**config.mk**
```make
export PLATFORM = sky130hd
export DESIGN_NAME = scl_rate_gen
export DESIGN_NICKNAME = d
export VERILOG_FILES = /design/src/rtl/scl_gen_pkg.sv /design/src/rtl/scl_gen_datapath.sv /design/src/rtl/scl_gen_ctrl.sv /design/src/rtl/scl_rate_gen.sv
export SDC_FILE = /design/constraint.sdc
export NUM_CORES = 1
export LEC_CHECK = 0
export BUFFER_PORTS_ARGS = -buffer_cell sky130_fd_sc_hd__buf_4
export CORE_ASPECT_RATIO = 0.5
export CORE_UTILIZATION = 29
export CTS_BUF_LIST = sky130_fd_sc_hd__clkbuf_16
export DETAILED_ROUTE_END_ITERATION = 10
export GPL_ROUTABILITY_DRIVEN = 0
export GPL_TIMING_DRIVEN = 0
export PLACE_DENSITY = 0.52
export RECOVER_POWER = 50
export REMOVE_ABC_BUFFERS = 1
export SLEW_MARGIN = 10
export SYNTH_ARGS = -nofsm -noshare
export SYNTH_HDL_FRONTEND = slang
export SYNTH_SLANG_ARGS = --single-unit
```
**constraint.sdc**
```tcl
create_clock -name clk -period 2.56 [get_ports clk]
set_input_delay 0.512 -clock clk [delete_from_list [all_inputs] [get_ports clk]]
set_output_delay 0.512 -clock clk [all_outputs]
set_load 0.03 [all_outputs]
```
**src/rtl/scl_gen_pkg.sv**
```systemverilog
package scl_gen_pkg;

  typedef enum logic [1:0] {
    PH_IDLE      = 2'd0,
    PH_LOW       = 2'd1,
    PH_WAIT_HIGH = 2'd2,
    PH_HIGH      = 2'd3
  } phase_e;

  // strobes from control to datapath
  typedef struct packed {
    logic load;
    logic clear;
  } dpCtrl_t;

endpackage

```
**src/rtl/scl_gen_datapath.sv**
```systemverilog
module scl_gen_datapath
  import scl_gen_pkg::*;
#(
  parameter int RELOAD_W     = 9,
  parameter int CLKS_PER_DEC = 2,
  parameter int SYNC_STAGES  = 2
) (
  input  logic                clk,
  input  logic                rstN,
  input  dpCtrl_t             ctrl,
  input  logic [RELOAD_W-1:0] reloadVal,
  input  logic                sclIn,
  output logic                countZero,
  output logic                sclHigh
);

  // line synchronizer
  logic [SYNC_STAGES-1:0] syncChain;
  generate
    if (SYNC_STAGES == 1) begin : g_sync1
      always_ff @(posedge clk or negedge rstN) begin
        if (!rstN) syncChain <= '0;
        else       syncChain <= sclIn;
      end
    end else begin : g_syncN
      always_ff @(posedge clk or negedge rstN) begin
        if (!rstN) syncChain <= '0;
        else       syncChain <= {syncChain[SYNC_STAGES-2:0], sclIn};
      end
    end
  endgenerate
  assign sclHigh = syncChain[SYNC_STAGES-1];

  // decrement pacing strobe, restarted on every load
  logic decEn;
  generate
    if (CLKS_PER_DEC <= 1) begin : g_pace_every
      assign decEn = 1'b1;
    end else begin : g_pace_div
      localparam int PACE_W = $clog2(CLKS_PER_DEC);
      localparam logic [PACE_W-1:0] PACE_LAST = PACE_W'(CLKS_PER_DEC - 1);
      logic [PACE_W-1:0] paceCnt;
      always_ff @(posedge clk or negedge rstN) begin
        if (!rstN)                       paceCnt <= '0;
        else if (ctrl.load || ctrl.clear) paceCnt <= '0;
        else if (paceCnt == PACE_LAST)   paceCnt <= '0;
        else                             paceCnt <= paceCnt + 1'b1;
      end
      assign decEn = (paceCnt == PACE_LAST);
    end
  endgenerate

  // saturating down-counter
  logic [RELOAD_W-1:0] halfCnt;
  always_ff @(posedge clk or negedge rstN) begin
    if (!rstN)                         halfCnt <= '0;
    else if (ctrl.clear)               halfCnt <= '0;
    else if (ctrl.load)                halfCnt <= reloadVal;
    else if (decEn && halfCnt != '0)   halfCnt <= halfCnt - 1'b1;
  end
  assign countZero = (halfCnt == '0);

endmodule

```
**src/rtl/scl_gen_ctrl.sv**
```systemverilog
module scl_gen_ctrl
  import scl_gen_pkg::*;
(
  input  logic    clk,
  input  logic    rstN,
  input  logic    enable,
  input  logic    reloadZero,
  input  logic    countZero,
  input  logic    sclHigh,
  output dpCtrl_t ctrl,
  output logic    sclDriveLow,
  output logic    phaseTick,
  output logic    reloadInvalid
);

  phase_e phase, phaseNext;
  logic   boundary;

  always_comb begin
    phaseNext  = phase;
    ctrl.load  = 1'b0;
    ctrl.clear = 1'b0;
    boundary   = 1'b0;
    if (!enable || reloadZero) begin
      phaseNext  = PH_IDLE;
      ctrl.clear = 1'b1;
    end else begin
      unique case (phase)
        PH_IDLE: begin
          phaseNext = PH_LOW;
          ctrl.load = 1'b1;
        end
        PH_LOW: begin
          if (countZero) begin
            phaseNext = PH_WAIT_HIGH;
            boundary  = 1'b1;
          end
        end
        PH_WAIT_HIGH: begin
          if (sclHigh) begin
            phaseNext = PH_HIGH;
            ctrl.load = 1'b1;
          end
        end
        PH_HIGH: begin
          if (countZero) begin
            phaseNext = PH_LOW;
            ctrl.load = 1'b1;
            boundary  = 1'b1;
          end
        end
        default: phaseNext = PH_IDLE;
      endcase
    end
  end

  always_ff @(posedge clk or negedge rstN) begin
    if (!rstN) begin
      phase         <= PH_IDLE;
      sclDriveLow   <= 1'b0;
      phaseTick     <= 1'b0;
      reloadInvalid <= 1'b0;
    end else begin
      phase         <= phaseNext;
      sclDriveLow   <= (phaseNext == PH_LOW);
      phaseTick     <= boundary;
      reloadInvalid <= enable && reloadZero;
    end
  end

endmodule

```
**src/rtl/scl_rate_gen.sv**
```systemverilog
module scl_rate_gen
  import scl_gen_pkg::*;
#(
  parameter int RELOAD_W     = 9,
  parameter int CLKS_PER_DEC = 2,
  parameter int SYNC_STAGES  = 2
) (
  input  logic                clk,
  input  logic                rstN,
  input  logic                enable,
  input  logic [RELOAD_W-1:0] reloadVal,
  input  logic                sclIn,
  output logic                sclDriveLow,
  output logic                phaseTick,
  output logic                reloadInvalid
);

  dpCtrl_t dpCtrl;
  logic    countZero;
  logic    sclHigh;
  logic    reloadZero;

  assign reloadZero = (reloadVal == '0);

  scl_gen_ctrl u_ctrl (
    .clk           (clk),
    .rstN          (rstN),
    .enable        (enable),
    .reloadZero    (reloadZero),
    .countZero     (countZero),
    .sclHigh       (sclHigh),
    .ctrl          (dpCtrl),
    .sclDriveLow   (sclDriveLow),
    .phaseTick     (phaseTick),
    .reloadInvalid (reloadInvalid)
  );

  scl_gen_datapath #(
    .RELOAD_W     (RELOAD_W),
    .CLKS_PER_DEC (CLKS_PER_DEC),
    .SYNC_STAGES  (SYNC_STAGES)
  ) u_dp (
    .clk       (clk),
    .rstN      (rstN),
    .ctrl      (dpCtrl),
    .reloadVal (reloadVal),
    .sclIn     (sclIn),
    .countZero (countZero),
    .sclHigh   (sclHigh)
  );

endmodule

```
==> run_results.csv <==
group,metric,value,unit
pwr,internal_power,576,uW
worst_setup_path,worst-path-max-fanout,11,
floorplan,pin_count,16,
pwr,power,793,uW
timing,setup_viol,0,
pwr,p_sw_frac,0.274,
drt,detailedRoute.firstPassIterationCount,4,
worst_setup_path,cp-end-kind,"register",
yosys,netlist_top_cells_count,"17 x dfrtp_1, 8 x nor2_1, 7 x a21oi_1",
timing,period_minus_slack,2270,ps
timing,tightest_slew,899,ps
timing,fin_skew,0.903,ps
global_route,grt_first_pass_wirelength,3420,microns
global_route,grt_pass1_vias,672,
cts,cts-root-buf,"clkbuf_16",
min_path,hold_class,"register to register",
drt,drt-initial-drc-count,48,
pwr,peakVddDrop,316,uV
global_route,gr-usage-all-layers,0.125,
floorplan,core,3080,sq um
timing,drv_slew,0,
cts,htree_num_levels,1,
global_route,grt_max_degree,18,
timing,slew_headroom,0.401,
pwr,powerDensity,660,nW/um^2
yosys,synth_cells,92,
final_layout,fillerInstances,309,
floorplan,die_h,42.9,microns
cts,cts_hold_buffers,0,
yosys,avgSynthCellArea,10.5,sq um
status,status,"finished, final reports clean",
pwr,leakage,0.495,nW
drt,via_count,771,
drt,wl_per_cell,13.5,microns
yosys,synth-edff-count,0,
drt,ant_nets,0,
drt,via_per_inst,5.21,
timing,rsz0062_at_grt,"false",
yosys,yosysUniqueCellTypes,40,
global_route,gr-total-overflow,0,
yosys,yosys_warnings,0,
yosys,synthMostInstantiatedCell,"dfrtp_1",
cts,numClockSinks,17,
timing,fin_ws,285,ps
placement,portBuffers,15,
final_layout,drive_gt1_frac,0.259,
floorplan,dieArea,3590,sq um
pwr,seq_power_share,0.408,
worst_setup_path,arrival,2420,ps
drt,route.detailed.drc,0,
yosys,ys.flop_type,"dfrtp_1",
yosys,seq_area_frac_synth,0.439,
final_layout,diodes,0,
pwr,power.switching,217,uW
worst_setup_path,path_class,"register to register",
floorplan,start_util,0.315,
yosys,netlist_area,970,sq um
final_layout,fin_nets,123,
final_layout,synthToLayoutAreaGrowth,23.9,%
floorplan,row_count,14,
timing,hold_viol_final,0,
run,max-cap-violations,0,
cts,cts-root-to-sink-buffers,2,
final_layout,fin_cells,148,
worst_setup_path,start_kind,"register",
yosys,async_flop_share,1.00,
pwr,clkPwrFrac,0.385,
floorplan,die_x,83.8,microns
yosys,synthTopCellsByArea,"dfrtp_1 44%, a21oi_1 3.6%, xnor2_1 3.6%, nor2_1 3.1%, o31ai_1 3.1%",
timing,final.setup.tns,0,ps
final_layout,postLayoutCoreUtil,0.390,
yosys,synth_top_area_cell,"dfrtp_1",
cts,cts_tree,"built",
placement,detailedPlace.worstSlack,217,ps
final_layout,multi_input_area,515,sq um
timing,min_period_over_period,0.889,
yosys,synth_top_cell_area_share,0.439,
pwr,power_frac_comb,0.207,
cts,numCtsBuffers,3,
cts,worstSkewPairLatency,240,ps
yosys,ys_ff_latch,17,
drt,wirelength,2000,microns
worst_setup_path,required,2710,ps
timing,fmax,440,MHz
final_layout,regArea,425,sq um
placement,place_inst,144,
global_route,grt_antenna_before_repair,0,
cts,clk_pin_slew,50,ps
==> power groups by stage <==
stage,Clock [mW],Sequential (mW),Combinational (mW)
2_1_floorplan,0,0.326,0.112
3_3_place_gp,0,0.327,0.163
3_5_place_dp,0,0.327,0.164
4_1_cts,0.311,0.323,0.165
5_1_grt,0.327,0.328,0.181
6_report,0.305,0.323,0.164
==> through the flow <==
step	cell area, sq um	hold slack, ps
floorplan	957	216
global placement	1120	331
detailed placement	1120	339
CTS	1200	126
global route	1200	377
finish	1200	357
==> placed cells by master (no fill, tap or decap), types with 3 or more instances in the layout <==
master	n
inv_1	7
nor2_1	8
dfrtp_1	17
a211oi_1	3
buf_4	13
clkbuf_16	3
nor3_1	5
a21oi_1	7
o31ai_1	4
xnor2_1	4
==> routing by layer <==
| metal | vias up | part of all wire | track usage |
|---|---|---|---|
| met5 | - | 0 | 0 |
| met4 | 0 | 0.012 | 0.0407 |
| met3 | 4 | 0.072 | 0.0292 |
| met2 | 26 | 0.44 | 0.184 |
| met1 | 364 | 0.48 | 0.181 |
| li1 | 377 | - | - |
==> cells by family (layout without fill, tap and decap cells) <==
logic type                 count (synthesis)  after routing  share of synthesized area
buffers and inverters                      9             25                     0.0361
muxes                                      2              2                     0.0219
and+or+nand+nor                           33             33                      0.243
AOI/OAI and AO/OA                         25             25                      0.203
adders and majority gates                  1              1                     0.0129
DFF                                       17             17                      0.439
xor gates and xnor gates                   5              5                     0.0452
==> worst max-delay path: stages (launching register included) <==
cell      delay (ps)
dfrtp_1          370
inv_1             90
ha_1             240
nor4b_4          490
a31oi_2          310
or2_1            400
a211oi_1         260
==> flip-flops by register name (all words and copies together) (netlist names) <==
register / count
u_dp.halfCnt: 9
u_ctrl.phase: 2
u_dp.syncChain: 2
u_ctrl.phaseTick: 1
u_ctrl.reloadInvalid: 1
u_ctrl.sclDriveLow: 1
u_dp.decEn: 1
==> repair_timing <==
action | 4_1_cts | 5_1_grt
resized for setup | 0 | 1
setup buffers | 0 | 0
setup endpoints to repair | 0 | 1
==> area by class of cell <==
type,count,area share
multi-input combinational,66,0.429
sequential,17,0.354
timing repair buffer,15,0.0906
clock buffer,3,0.0625
tap,40,0.0417
inverter,6,0.0188
clock inverter,1,0.00313
==> final timing paths <==
| check | start | end | slack (ps) | cells past startpoint |
|---|---|---|---|---|
| min | u_dp.syncChain[0] | u_dp.syncChain[1] | 360 | 0 |
| max reg2reg | u_dp.halfCnt[0] | u_dp.halfCnt[6] | 290 | 6 |
| min reg2reg | u_dp.syncChain[0] | u_dp.syncChain[1] | 360 | 0 |
| min in group asynchronous | rstN | u_dp.halfCnt[8] | 370 | 1 |
| max in group asynchronous | rstN | u_ctrl.phaseTick | 1640 | 1 |
| max | u_dp.halfCnt[0] | u_dp.halfCnt[6] | 290 | 6 |
(Power assumes the default switching activity.)
